### config.mk
export PLATFORM = sky130hd
export DESIGN_NAME = sramc_ctrl
export DESIGN_NICKNAME = d
export VERILOG_FILES = /design/src/rtl/sramc_pkg.sv /design/src/rtl/sramc_powerup.sv /design/src/rtl/sramc_seq.sv /design/src/rtl/sramc_decode.sv /design/src/rtl/sramc_ctrl.sv
export SDC_FILE = /design/constraint.sdc
export NUM_CORES = 1
export LEC_CHECK = 0
export BUFFER_PORTS_ARGS = -buffer_cell sky130_fd_sc_hd__buf_2
export CAP_MARGIN = 40
export CORE_MARGIN = 5
export CORE_UTILIZATION = 50
export DETAILED_ROUTE_END_ITERATION = 10
export PLACE_DENSITY = 0.76
export REMOVE_ABC_BUFFERS = 1
export SLEW_MARGIN = 15
export SYNTH_ARGS = -nofsm -noshare
export SYNTH_HDL_FRONTEND = slang
export SYNTH_SLANG_ARGS = --single-unit
### constraint.sdc
create_clock -name clk -period 3.37 [get_ports clk]
set_clock_uncertainty 0.05 [all_clocks]
set_input_delay 0.1685 -clock clk [delete_from_list [all_inputs] [get_ports clk]]
set_output_delay 0.1685 -clock clk [all_outputs]
set_load 0.05 [all_outputs]
### src/rtl/sramc_pkg.sv
package sramc_pkg;

    // access phases, shared by sequencer and strobe decoder
    typedef enum logic [2:0] {
        PH_IDLE,
        PH_WSETUP,
        PH_WPULSE,
        PH_WHOLD,
        PH_RTURN,
        PH_RACCESS
    } phase_e;

    // internal strobes, all active high
    typedef struct packed {
        logic sel;
        logic wr;
        logic rd;
        logic lanes_on;
        logic drive;
    } strobe_t;

    function automatic int max2(input int a, input int b);
        return (a > b) ? a : b;
    endfunction

    // whole cycles covering a time, never below one
    function automatic int cycles_for(input int t_ps, input int clk_ps);
        int c;
        c = (t_ps + clk_ps - 1) / clk_ps;
        return max2(c, 1);
    endfunction

endpackage

### src/rtl/sramc_powerup.sv
module sramc_powerup #(
    parameter int CYCLES = 100000
) (
    input  logic clk,
    input  logic rst,
    output logic pwr_ok
);
    localparam int CW = $clog2(CYCLES + 1);

    logic [CW-1:0] cnt_q;

    always_ff @(posedge clk) begin
        if (rst) begin
            cnt_q  <= '0;
            pwr_ok <= 1'b0;
        end else if (!pwr_ok) begin
            if (cnt_q == CW'(CYCLES - 1)) begin
                pwr_ok <= 1'b1;
            end
            cnt_q <= cnt_q + 1'b1;
        end
    end
endmodule

### src/rtl/sramc_seq.sv
module sramc_seq
    import sramc_pkg::*;
#(
    parameter int SETUP  = 1,
    parameter int PULSE  = 1,
    parameter int HOLD   = 1,
    parameter int ACCESS = 1
) (
    input  logic   clk,
    input  logic   rst,
    input  logic   start,
    input  logic   start_write,
    output phase_e phase_q,
    output phase_e phase_nx,
    output logic   capture,
    output logic   done
);
    localparam int LONGEST = max2(max2(SETUP, PULSE), max2(HOLD, ACCESS));
    localparam int CW      = $clog2(LONGEST + 1) + 1;

    logic [CW-1:0] cnt_q, cnt_nx;
    logic          last;
    logic          finish_nx;

    assign last    = (cnt_q == '0);
    assign capture = (phase_q == PH_RACCESS) && last;

    always_comb begin
        phase_nx  = phase_q;
        cnt_nx    = cnt_q - 1'b1;
        finish_nx = 1'b0;
        unique case (phase_q)
            PH_IDLE: begin
                cnt_nx = '0;
                if (start) begin
                    if (start_write) begin
                        phase_nx = PH_WSETUP;
                        cnt_nx   = CW'(SETUP - 1);
                    end else begin
                        phase_nx = PH_RTURN;
                    end
                end
            end
            PH_WSETUP: if (last) begin
                phase_nx = PH_WPULSE;
                cnt_nx   = CW'(PULSE - 1);
            end
            PH_WPULSE: if (last) begin
                phase_nx = PH_WHOLD;
                cnt_nx   = CW'(HOLD - 1);
            end
            PH_WHOLD: if (last) begin
                phase_nx  = PH_IDLE;
                cnt_nx    = '0;
                finish_nx = 1'b1;
            end
            PH_RTURN: begin
                phase_nx = PH_RACCESS;
                cnt_nx   = CW'(ACCESS - 1);
            end
            PH_RACCESS: if (last) begin
                phase_nx  = PH_IDLE;
                cnt_nx    = '0;
                finish_nx = 1'b1;
            end
            default: begin
                phase_nx = PH_IDLE;
                cnt_nx   = '0;
            end
        endcase
    end

    always_ff @(posedge clk) begin
        if (rst) begin
            phase_q <= PH_IDLE;
            cnt_q   <= '0;
            done    <= 1'b0;
        end else begin
            phase_q <= phase_nx;
            cnt_q   <= cnt_nx;
            done    <= finish_nx;
        end
    end
endmodule

### src/rtl/sramc_decode.sv
module sramc_decode
    import sramc_pkg::*;
(
    input  phase_e  phase,
    output strobe_t strb
);
    always_comb begin
        strb = '0;
        unique case (phase)
            PH_WSETUP, PH_WHOLD: begin
                strb.sel      = 1'b1;
                strb.lanes_on = 1'b1;
                strb.drive    = 1'b1;
            end
            PH_WPULSE: begin
                strb.sel      = 1'b1;
                strb.lanes_on = 1'b1;
                strb.drive    = 1'b1;
                strb.wr       = 1'b1;
            end
            PH_RTURN: begin
                strb.sel      = 1'b1;
                strb.lanes_on = 1'b1;
            end
            PH_RACCESS: begin
                strb.sel      = 1'b1;
                strb.lanes_on = 1'b1;
                strb.rd       = 1'b1;
            end
            default: strb = '0;
        endcase
    end
endmodule

### src/rtl/sramc_ctrl.sv
module sramc_ctrl
    import sramc_pkg::*;
#(
    parameter int ADDR_W       = 20,
    parameter int DATA_W       = 16,
    parameter int CLK_PS       = 10000,
    parameter int T_POWERUP_PS = 1000000000,
    parameter int T_WC_PS      = 10000,
    parameter int T_PWE_PS     = 7000,
    parameter int T_SD_PS      = 5500,
    parameter int T_SA_PS      = 0,
    parameter int T_AA_PS      = 10000,
    parameter int T_DOE_PS     = 5000
) (
    input  logic                 clk,
    input  logic                 rst,
    input  logic                 req_valid,
    input  logic                 req_write,
    input  logic [ADDR_W-1:0]    req_addr,
    input  logic [DATA_W-1:0]    req_wdata,
    input  logic [DATA_W/8-1:0]  req_bmask,
    output logic                 busy,
    output logic                 done,
    output logic [DATA_W-1:0]    rd_data,
    output logic [ADDR_W-1:0]    mem_addr,
    output logic                 mem_sel_n,
    output logic                 mem_sel,
    output logic                 mem_wr_n,
    output logic                 mem_rd_n,
    output logic [DATA_W/8-1:0]  mem_lane_n,
    output logic [DATA_W-1:0]    mem_dq_o,
    output logic                 mem_dq_drive,
    input  logic [DATA_W-1:0]    mem_dq_i
);
    localparam int LANES    = DATA_W / 8;
    localparam int SETUP_C  = cycles_for(T_SA_PS, CLK_PS);
    localparam int PULSE_C  = cycles_for(max2(T_PWE_PS, T_SD_PS), CLK_PS);
    localparam int HOLD_C   = max2(1, cycles_for(T_WC_PS, CLK_PS) - SETUP_C - PULSE_C);
    localparam int ACCESS_C = cycles_for(max2(T_AA_PS, T_DOE_PS), CLK_PS);
    localparam int PWR_C    = cycles_for(T_POWERUP_PS, CLK_PS);

    logic              pwr_ok;
    logic              accept;
    logic              capture;
    phase_e            phase_q, phase_nx;
    strobe_t           strb;
    logic [ADDR_W-1:0] addr_q;
    logic [DATA_W-1:0] wdata_q;
    logic [LANES-1:0]  mask_q, mask_nx;
    logic [DATA_W-1:0] rd_masked;

    sramc_powerup #(.CYCLES(PWR_C)) u_pwr (
        .clk    (clk),
        .rst    (rst),
        .pwr_ok (pwr_ok)
    );

    assign busy   = !pwr_ok || (phase_q != PH_IDLE);
    assign accept = req_valid && !busy;

    sramc_seq #(
        .SETUP  (SETUP_C),
        .PULSE  (PULSE_C),
        .HOLD   (HOLD_C),
        .ACCESS (ACCESS_C)
    ) u_seq (
        .clk         (clk),
        .rst         (rst),
        .start       (accept),
        .start_write (req_write),
        .phase_q     (phase_q),
        .phase_nx    (phase_nx),
        .capture     (capture),
        .done        (done)
    );

    sramc_decode u_dec (
        .phase (phase_nx),
        .strb  (strb)
    );

    assign mask_nx = accept ? req_bmask : mask_q;

    generate
        for (genvar l = 0; l < LANES; l++) begin : g_lane
            assign rd_masked[l*8 +: 8] = mask_q[l] ? mem_dq_i[l*8 +: 8] : 8'h00;
        end
    endgenerate

    assign mem_addr = addr_q;
    assign mem_dq_o = wdata_q;

    always_ff @(posedge clk) begin
        if (rst) begin
            addr_q       <= '0;
            wdata_q      <= '0;
            mask_q       <= '0;
            rd_data      <= '0;
            mem_sel_n    <= 1'b1;
            mem_sel      <= 1'b0;
            mem_wr_n     <= 1'b1;
            mem_rd_n     <= 1'b1;
            mem_lane_n   <= '1;
            mem_dq_drive <= 1'b0;
        end else begin
            if (accept) begin
                addr_q  <= req_addr;
                wdata_q <= req_wdata;
                mask_q  <= req_bmask;
            end
            if (capture) begin
                rd_data <= rd_masked;
            end
            mem_sel_n    <= ~strb.sel;
            mem_sel      <= strb.sel;
            mem_wr_n     <= ~strb.wr;
            mem_rd_n     <= ~strb.rd;
            mem_lane_n   <= ~({LANES{strb.lanes_on}} & mask_nx);
            mem_dq_drive <= strb.drive;
        end
    end
endmodule

==> results.cfg, run 1 <==
[run_status]
status = completed

[finish]
drive_above_1_share_pct = 27.7
fillerInstances = 521
final_nets = 582
stdcell_area_mm2 = 0.00432
finalNonFillerCells = 604
areaGrowthSynthToFinish_pct = 30.7
antenna_cells = 0

[floorplan]
initial_core_util_pct = 51.8
die_height_um = 91.3
core-area_mm2 = 0.00639
die_w_um = 91.3
die_area_mm2 = 0.00834
row_count = 29
pin_count = 119

[sta]
maxSlewViolCount = 0
grt_setup_unrepaired = no
worst_pin_slew_ps = 820
finalCritPeriodShare_pct = 54.5
finalSetupViolations = 0
slew_headroom_pct = 45.3
setup_tns_ps = 0
finalHoldViolCount = 0
min_period_ps = 1840
fmax_mhz = 545

[yosys]
synth-xor-area-share_pct = 3.44
synth_compound_area_share_pct = 12.5
synth_fa_ha_area_share_pct = 0.757
synth_top_family_by_area = simple AND/OR/NAND/NOR gates
yosys.area_share.simple_pct = 25.3
synth_edf_count = 0
synth.avg_cell_area_um2 = 8.55
yosys_warnings = 0
synth_mux_area_share_pct = 0.605
ys_seq_area_share_pct = 51.5
ys.flop_type = dfxtp_1
synthCells = 387
synthArstFlopShare_pct = 0
synth_area_leader_cell = dfxtp_1
ys_types = 45
synth_seq_cells = 85
syn_area_mm2 = 0.00331
yosys.area.top_type_share_pct = 51.5
yosys-top-cells-area = dfxtp_1 (51%), nand2_1 (11%), a21oi_1 (8.8%), nand3_1 (3.0%), xor2_1 (2.4%)
post-synth-top-count-cell = nand2_1
synth_common_cells = nand2_1 (98), dfxtp_1 (85), a21oi_1 (58)

[routing]
drt_iter0_drc = 132
drc = 0
drt-vias-per-instance = 5.19
drtAntennaViolNets = 0
wl_per_cell_um = 13.8
vias = 3135
drt_first_pass_iters = 4
finalWirelength_um = 8330

[critical_path]
cp_max_fo = 16
path_class = register to register
crit_slowest_cell = dfxtp_1
cpLargestDelayFamily = simple AND/OR/NAND/NOR gates
end_kind = register
max_stage_delay_ps = 560
cp.required_ps = 3590
cp_num_buf_inv = 0
arrival_ps = 2050
critPathLaunchType = register
crit_chain = or2b_1, nor2_2, nand3_1, a21oi_1

[grt]
antenna_found_initial = 0
grt_max_degree = 46
grt_pass1_wl_um = 13700
grt_pass1_vias = 2951
grt.total_usage_pct = 20.0
grt.overflow.total = 0

[placed_design]
place_area_mm2 = 0.00384
gp_congestion = 0.789
dp_hpwl_um = 5590
io_buffer_count = 118
dpl.cell_count = 558

[worst_hold_path]
worstHoldPathType = input port to register

[power_and_ir_drop]
total_leakage_power_uw = 0.00176
p_per_area_mw_per_mm2 = 428
vdd_drop_max_uv = 254
p_total_uw = 1850

[clock_tree]
cts_buffers = 9
htree_levels = 3
cts_root_buf = clkbuf_8
cts.clk_slew.worst_paths_ps = 90
clk_latency_ps = 350
cts_setup_buffers = 0
cts_sinks = 85
cts_tree = built
cts_buffer_depth = 2
cts_resized = 0

[flow_run]
max_cap_violations = 0
## worst paths after layout
path | start | to | slack (ps) | cells past startpoint
setup reg to reg | u_seq.phase_q[2]$_SDFF_PP0_ | rd_data[1]$_SDFFE_PP0P_ | 1530 | 4
hold / removal | req_wdata[6] | mem_dq_o[6]$_SDFFE_PP0N_ | 7 | 3
setup / recovery | u_seq.phase_q[2]$_SDFF_PP0_ | rd_data[1]$_SDFFE_PP0P_ | 1530 | 4
hold reg to reg | u_seq.cnt_q[0]$_SDFF_PP0_ | u_seq.cnt_q[0]$_SDFF_PP0_ | 360 | 1
## per-stage QoR
stage | hold WS (ps) | setup WS [ps] | util [%]
floorplan | 181 | 1440 | -
global placement | 353 | 1630 | 60.1
detailed placement | 356 | 1530 | 60.1
CTS | 0.858 | 1530 | 67.7
global route | 2.16 | 1380 | 67.7
finish | 6.94 | 1530 | 67.7
## layout make-up
cell class	count	area [um^2]	area share (%)
Clock inverter	6	45.0	1.04
Tap cell	77	96.3	2.23
Sequential cell	85	1700	39.4
Multi-Input combinational cell	271	1410	32.6
Inverter	3	11.3	0.261
Timing Repair Buffer	152	921	21.3
Clock buffer	10	138	3.18
## layout by cell type (no fill, tap or decap), types with 3 or more instances in the layout
cell / netlist / routed
a211oi_1: 3 / 3
a21oi_1: 58 / 58
and2_1: 4 / 4
buf_2: 6 / 118
buf_4: 0 / 4
clkbuf_8: 0 / 10
clkinvlp_4: 0 / 3
dfxtp_1: 85 / 85
dlygate4sd3_1: 0 / 30
inv_1: 3 / 3
nand2_1: 98 / 98
nand3_1: 20 / 20
nand4_1: 8 / 8
nor2_1: 18 / 18
nor2b_1: 3 / 3
o21ai_0: 8 / 8
or3_1: 7 / 7
xnor2_1: 4 / 4
xor2_1: 9 / 9
## worst min-delay path: stages
cell and delay [ps]:
buf_2 100, nand2_1 60, a21oi_2 50
## where the power goes
| group | switching (uW) | internal, uW | leakage, uW |
|---|---|---|---|
| Combinational | 82.9 | 78.3 | 0.000987 |
| Clock | 364 | 291 | 0.0000853 |
| Sequential | 17.1 | 1020 | 0.000685 |
| Total | 464 | 1390 | 0.00176 |
## routing by layer
metal,share of wire (%),up-vias,GRT usage [%],wire length [um]
met3,7.0,36,4.88,579
met4,4.5,0,12.5,378
met1,42,1410,23.8,3470
met2,47,121,32.2,3900
met5,0,-,0,0
li1,-,1568,-,-
## cell families (layout without fill, tap and decap cells)
| logic type | Yosys count | in the layout |
|---|---|---|
| mux | 2 | 2 |
| simple gates | 178 | 178 |
| xor+xnor | 13 | 13 |
| flops | 85 | 85 |
| fa+ha+maj | 2 | 2 |
| compound gates | 76 | 76 |
| buf+inv | 31 | 171 |
## sequential cells by signal (all words and copies together) (netlist names)
signal,count
mem_sel,1
mem_sel_n,1
mem_wr_n,1
u_seq.cnt_q,2
mem_dq_o,16
u_pwr.cnt_q,17
u_seq.done,1
mem_lane_n,2
u_pwr.pwr_ok,1
mem_rd_n,1
mask_q,2
mem_dq_drive,1
rd_data,16
mem_addr,20
u_seq.phase_q,3
## timing repair
action / in CTS / in global routing
setup endpoints to repair: 0 / 0
hold buffers: 30 / 0
endpoints found under the hold margin: 30 / 0
(Power assumes the default switching activity.)
==> run 2: changes to the inputs <==
- ABC_AREA: unset -> 1
- CORE_UTILIZATION: 50 -> 49
- PLACE_DENSITY: 0.76 -> 0.75
- clock period: 3.37 -> 1.71 ns (I/O delays scaled with it)
==> run 2 against run 1 <==
Register-to-register slack worse by 1400 ps; non-clock buffer count is 31 higher; worst hold slack improved by 160 ps; first-iteration DRC count rose by 68%; critical path depth rose by 5; flip-flop and latch count unchanged; sequential power rose by 96%; sequential share of layout area shrank 3.2 points; utilization rose by 5.5 points; final cell count is 15% higher; design area increased by 8.7%; critical endpoint is now u_pwr.cnt_q[14]$_SDFFE_PP0N_; highest routed layer unchanged.
==> results.cfg, run 2 <==
[sta]
setup_tns_ps = 0
slew_headroom_pct = 70.4
finalHoldViolCount = 0
timing.hold.ws_ps = 168
finalSetupViolations = 0
worst_pin_slew_ps = 443
grt_setup_unrepaired = no
fmax_mhz = 641
min_period_ps = 1560
finalCritPeriodShare_pct = 91.3
maxSlewViolCount = 0

[yosys]
ys.flop_type = dfxtp_1
yosys.area_share.simple_pct = 28.5
yosys.area.top_type_share_pct = 51.8
post-synth-top-count-cell = nand2_1
synth-xor-area-share_pct = 0
yosys_warnings = 0
synth_fa_ha_area_share_pct = 0.761
ys_seq_area_share_pct = 51.8
synth_compound_area_share_pct = 11.8
syn_area_mm2 = 0.00329
yosys-top-cells-area = dfxtp_1 (52%), nand2_1 (16%), a21oi_1 (9.9%), nand3_1 (4.6%), nor2_1 (3.9%)
ys_types = 26
synth_common_cells = nand2_1 (141), dfxtp_1 (85), a21oi_1 (65)
synthCells = 440
synth.avg_cell_area_um2 = 7.47
synthArstFlopShare_pct = 0
synth_top_family_by_area = simple AND/OR/NAND/NOR gates
synth_mux_area_share_pct = 0
synth_seq_cells = 85
synth_area_leader_cell = dfxtp_1
synth_edf_count = 0

[finish]
largest_register_ffs = 20
final_nets = 674
drive_above_1_share_pct = 25.5
final_cell_mix = nand2_1 (140), buf_2 (118), dfxtp_1 (85)
final_common_cell = nand2_1
final_util_pct = 73.2
areaGrowthSynthToFinish_pct = 42.9
antenna_cells = 0
finalNonFillerCells = 696
fillerInstances = 460

[critical_path]
path_class = register to register
end_kind = register
r2r-start = u_pwr.cnt_q[0]$_SDFFE_PP0N_
critPathLaunch = u_pwr.cnt_q[0]$_SDFFE_PP0N_
arrival_ps = 1800
cp_max_fo = 4
cp.required_ps = 1950
critPathLaunchType = register

[grt]
antenna_found_initial = 0
grt.overflow.total = 0
met3_usage_pct = 6.96
use_met1_pct = 27.1
grt.total_usage_pct = 22.6
busiest_layer = met2
grt_max_degree = 65
grt_pass1_vias = 3344
met2_usage_pct = 37.0
grt_pass1_wl_um = 15600

[power_and_ir_drop]
p_total_uw = 3740
vdd_drop_max_uv = 534
p_per_area_mw_per_mm2 = 796
total_leakage_power_uw = 0.00201

[placed_design]
dp_hpwl_um = 5880
dpl.cell_count = 625
gp_congestion = 0.883
io_buffer_count = 118

[floorplan]
initial_core_util_pct = 51.2
die_area_mm2 = 0.00845
die_height_um = 91.9
core-area_mm2 = 0.00642
pin_count = 119
die_w_um = 91.9
row_count = 29

[clock_tree]
cts_root_buf = clkbuf_8
cts.clk_slew.worst_paths_ps = 90
cts_buffer_depth = 2
clk_latency_ps = 350
cts_setup_buffers = 0
htree_levels = 3
cts_sinks = 85
cts_tree = built
cts_buffers = 9

[worst_hold_path]
min_from = rst
worstHoldPathType = input port to register

[routing]
finalWirelength_um = 9570
drtAntennaViolNets = 0
vias = 3498
wl_per_cell_um = 13.7
drt_first_pass_iters = 4
drt-vias-per-instance = 5.03
drc = 0
drt_iter0_drc = 222

[run_status]
status = completed

[flow_run]
max_cap_violations = 0
## run 2: cell types whose count changed in the layout (fill, tap and decap cells not counted), sizes merged, moves of 3 or more
cell         previous run  this run
a211oi                  3         0
a21oi                  60        67
and2                    4         0
buf                   122       128
dlygate4sd3            30        55
inv                     5        36
nand2                  98       142
nand3                  21        31
nor2                   20        37
nor2b                   3         0
or3                     8         0
xnor2                   4         0
xor2                    9         0
## run 2: cells by family after synthesis
group,Yosys count
AND/OR/NAND/NOR,223
flip-flops,85
AO/OA/AOI/OAI,76
buffers and inverters,54
adder cells (fa/ha/maj),2
## run 2: layout make-up
type / count / area [um^2] / share of cell area (%)
clock buffer: 11 / 151 / 3.22
sequential: 85 / 1700 / 36.2
multi-input combinational: 301 / 1350 / 28.8
timing repair buffer: 183 / 1230 / 26.1
inverter: 34 / 128 / 2.72
tap: 77 / 96.3 / 2.05
clock inverter: 5 / 40.0 / 0.852
## run 2: worst max-delay path, stage by stage (launching register included)
cell and delay [ps]:
dfxtp_1 370, ha_1 220, nand2_1 80, nor2_1 130, nand4_1 150, nor2_1 230
nand2_1 80, nand2_1 70, inv_1 40, nor2_1 90
## run 2: final timing paths
path                                                endpoint  slack, ps  cells after the start
worst min-delay path                 mem_dq_drive$_SDFF_PP0_        170                      3
worst min register to register     u_seq.cnt_q[0]$_SDFF_PP0_        370                      1
worst max register to register  u_pwr.cnt_q[14]$_SDFFE_PP0N_        150                      9
worst max-delay path            u_pwr.cnt_q[14]$_SDFFE_PP0N_        150                      9
## run 2: repair_timing
action	CTS	global route
hold endpoints to repair	57	0
hold buffers	55	0
gates resized for setup	0	1
setup endpoints to repair	0	1
## run 2: report_power, final
part	internal, uW	switching (uW)
clock	618	748
sequential	2000	13.7
combinational	173	186
total	2790	948
## run 2: per-layer routing
metal / part of all wire (%) / vias up
li1: - / 1760
met1: 42 / 1575
met2: 49 / 143
met3: 7.9 / 20
met4: 1.7 / 0
met5: 0 / -
## run 2: through the flow
| step | worst slack, ps | area (um^2) |
|---|---|---|
| 2_1_floorplan | -425 | 3180 |
| 3_3_place_gp | 231 | 3960 |
| 3_5_place_dp | 182 | 3960 |
| 4_1_cts | 166 | 4700 |
| 5_1_grt | 12.1 | 4700 |
| 6_report | 149 | 4700 |
==> run 3: changes to the inputs <==
- CORE_UTILIZATION: 49 -> 50
- CTS_BUF_LIST: unset -> sky130_fd_sc_hd__clkbuf_4 sky130_fd_sc_hd__clkbuf_8
- CTS_CLUSTER_SIZE: unset -> 10
- PLACE_DENSITY: 0.75 -> 0.76
==> run 3 against run 2 <==
Sequential power barely moved; total power rose by 4.0%; clock power rose by 10%; final cell count did not move; combinational power rose by 1%; first-iteration DRC count fell by 19%; clock-buffer cell count did not move; maximum frequency fell by 2.0%; non-clock buffer count did not move; critical path depth fell by 1; worst hold slack got worse by 41 ps; register-to-register slack got worse by 30 ps; critical path type unchanged; largest cell class unchanged; largest power group unchanged.
==> results.cfg, run 3 (same netlist as run 2, synthesis figures left out) <==
[run_status]
status = completed

[clock_tree]
cts_buffer_depth = 2
cts_buffers = 9
cts_tree = built
cts_sinks = 85
cts_root_buf = clkbuf_8
htree_levels = 3
clk_latency_ps = 350
cts.clk_slew.worst_paths_ps = 90

[routing]
drt_first_pass_iters = 5
drc = 0
drt_iter0_drc = 180
wl_per_cell_um = 14.6
finalWirelength_um = 10200
vias = 3645
drtAntennaViolNets = 0
drt-vias-per-instance = 5.24

[critical_path]
crit_chain = ha_1, nand2_1, nor2_2, nand4_1, nor2_2, nand3_1, nand2_1, nor2_1
cp_num_buf_inv = 0
critPathLaunchType = register
end_kind = register
cp.required_ps = 1900
crit_slowest_cell = dfxtp_1
cpLargestDelayFamily = simple AND/OR/NAND/NOR gates
max_stage_delay_ps = 370
path_class = register to register
arrival_ps = 1780
cp_max_fo = 4

[finish]
final_cell_mix = nand2_1 (141), buf_2 (118), dfxtp_1 (84)
largest_register_ffs = 20
final_common_cell = nand2_1
antenna_cells = 0
drive_above_1_share_pct = 25.8
stdcell_area_mm2 = 0.00473
finalNonFillerCells = 696
final_nets = 674
areaGrowthSynthToFinish_pct = 43.8

[worst_hold_path]
worstHoldPathType = input port to register

[power_and_ir_drop]
seq_power_share_pct = 51.8
power.switching_uw = 950
vdd_drop_max_uv = 608
p_per_area_mw_per_mm2 = 824
p_clk_share_pct = 38.9
p_int_uw = 2940
p_total_uw = 3890
pwr-share-comb_pct = 9.3
p_sw_share_pct = 24.4
total_leakage_power_uw = 0.00203

[placed_design]
dp_hpwl_um = 6170
dpl.cell_count = 624
place_area_mm2 = 0.00395
gp_congestion = 0.846
io_buffer_count = 118

[grt]
grt_max_degree = 44
grt.total_usage_pct = 23.7
grt_pass1_wl_um = 16400
grt.overflow.total = 0
antenna_found_initial = 0
grt_pass1_vias = 3599

[floorplan]
die_w_um = 91.1
core-area_mm2 = 0.00639
die_height_um = 91.1
pin_count = 119
initial_core_util_pct = 51.5
row_count = 29
die_area_mm2 = 0.00830

[sta]
min_period_ps = 1590
finalHoldViolCount = 0
finalSetupViolations = 0
fmax_mhz = 628
timing.hold.ws_ps = 126
finalCritPeriodShare_pct = 93.1
maxSlewViolCount = 0
slew_headroom_pct = 69.6
worst_pin_slew_ps = 456

[flow_run]
max_cap_violations = 0
-- run 3: per-layer routing --
metal  up-vias  routed length (um)  track usage [%]
met3        27                 941             8.18
met1      1677                3800             26.9
met4         0                 252             10.4
li1       1757                   -                -
met5         -                   0                0
met2       184                5180             40.0
-- run 3: power groups by stage --
stage | registers [uW] | clock network [uW] | logic (uW)
floorplan | 2120 | 0 | 70.3
global placement | 2060 | 0 | 252
detailed placement | 2060 | 0 | 256
CTS | 2020 | 1520 | 352
global route | 2020 | 1630 | 392
finish | 2020 | 1510 | 363
-- run 3: cell type report --
cell class | instances | area (um^2)
fillers | 469 | 1660
clock buffers | 11 | 151
flip-flops and latches | 85 | 1700
multi-input cells | 301 | 1360
inverters | 34 | 128
well taps | 77 | 96.3
clock inverters | 5 | 63.8
repair buffers | 183 | 1230
-- run 3: path summary, 6_finish.rpt --
| kind | startpoint | endpoint | slack [ps] | cells past startpoint |
|---|---|---|---|---|
| max | u_pwr.cnt_q[1]$_SDFFE_PP0N_ | u_pwr.cnt_q[14]$_SDFFE_PP0N_ | 120 | 8 |
| min | req_valid | mask_q[1]$_SDFF_PP0_ | 130 | 4 |
| max reg2reg | u_pwr.cnt_q[1]$_SDFFE_PP0N_ | u_pwr.cnt_q[14]$_SDFFE_PP0N_ | 120 | 8 |
| min reg2reg | u_seq.cnt_q[0]$_SDFF_PP0_ | u_seq.cnt_q[0]$_SDFF_PP0_ | 370 | 1 |
-- run 3: through the flow --
stage	worst slack [ps]	utilization (%)	TNS [ps]
after floorplan	-425	-	-8400
after global placement	261	61.8	0
after detailed placement	192	61.8	0
after CTS	178	73.6	0
after global routing	-18.3	74.0	-33.8
final	118	74.0	0
-- run 3: worst reg2reg max path, delay by kind of cell (launching register included) --
kind,cells,cell delay [ps]
fa+ha+maj,1,200
flops,1,370
simple gates,7,870
-- run 3: what timing repair did --
item | in CTS | in global routing
setup endpoints to repair | 0 | 2
endpoints found under the hold margin | 55 | 1
hold buffers | 54 | 1
gates resized for setup | 0 | 3
setup buffers | 0 | 1
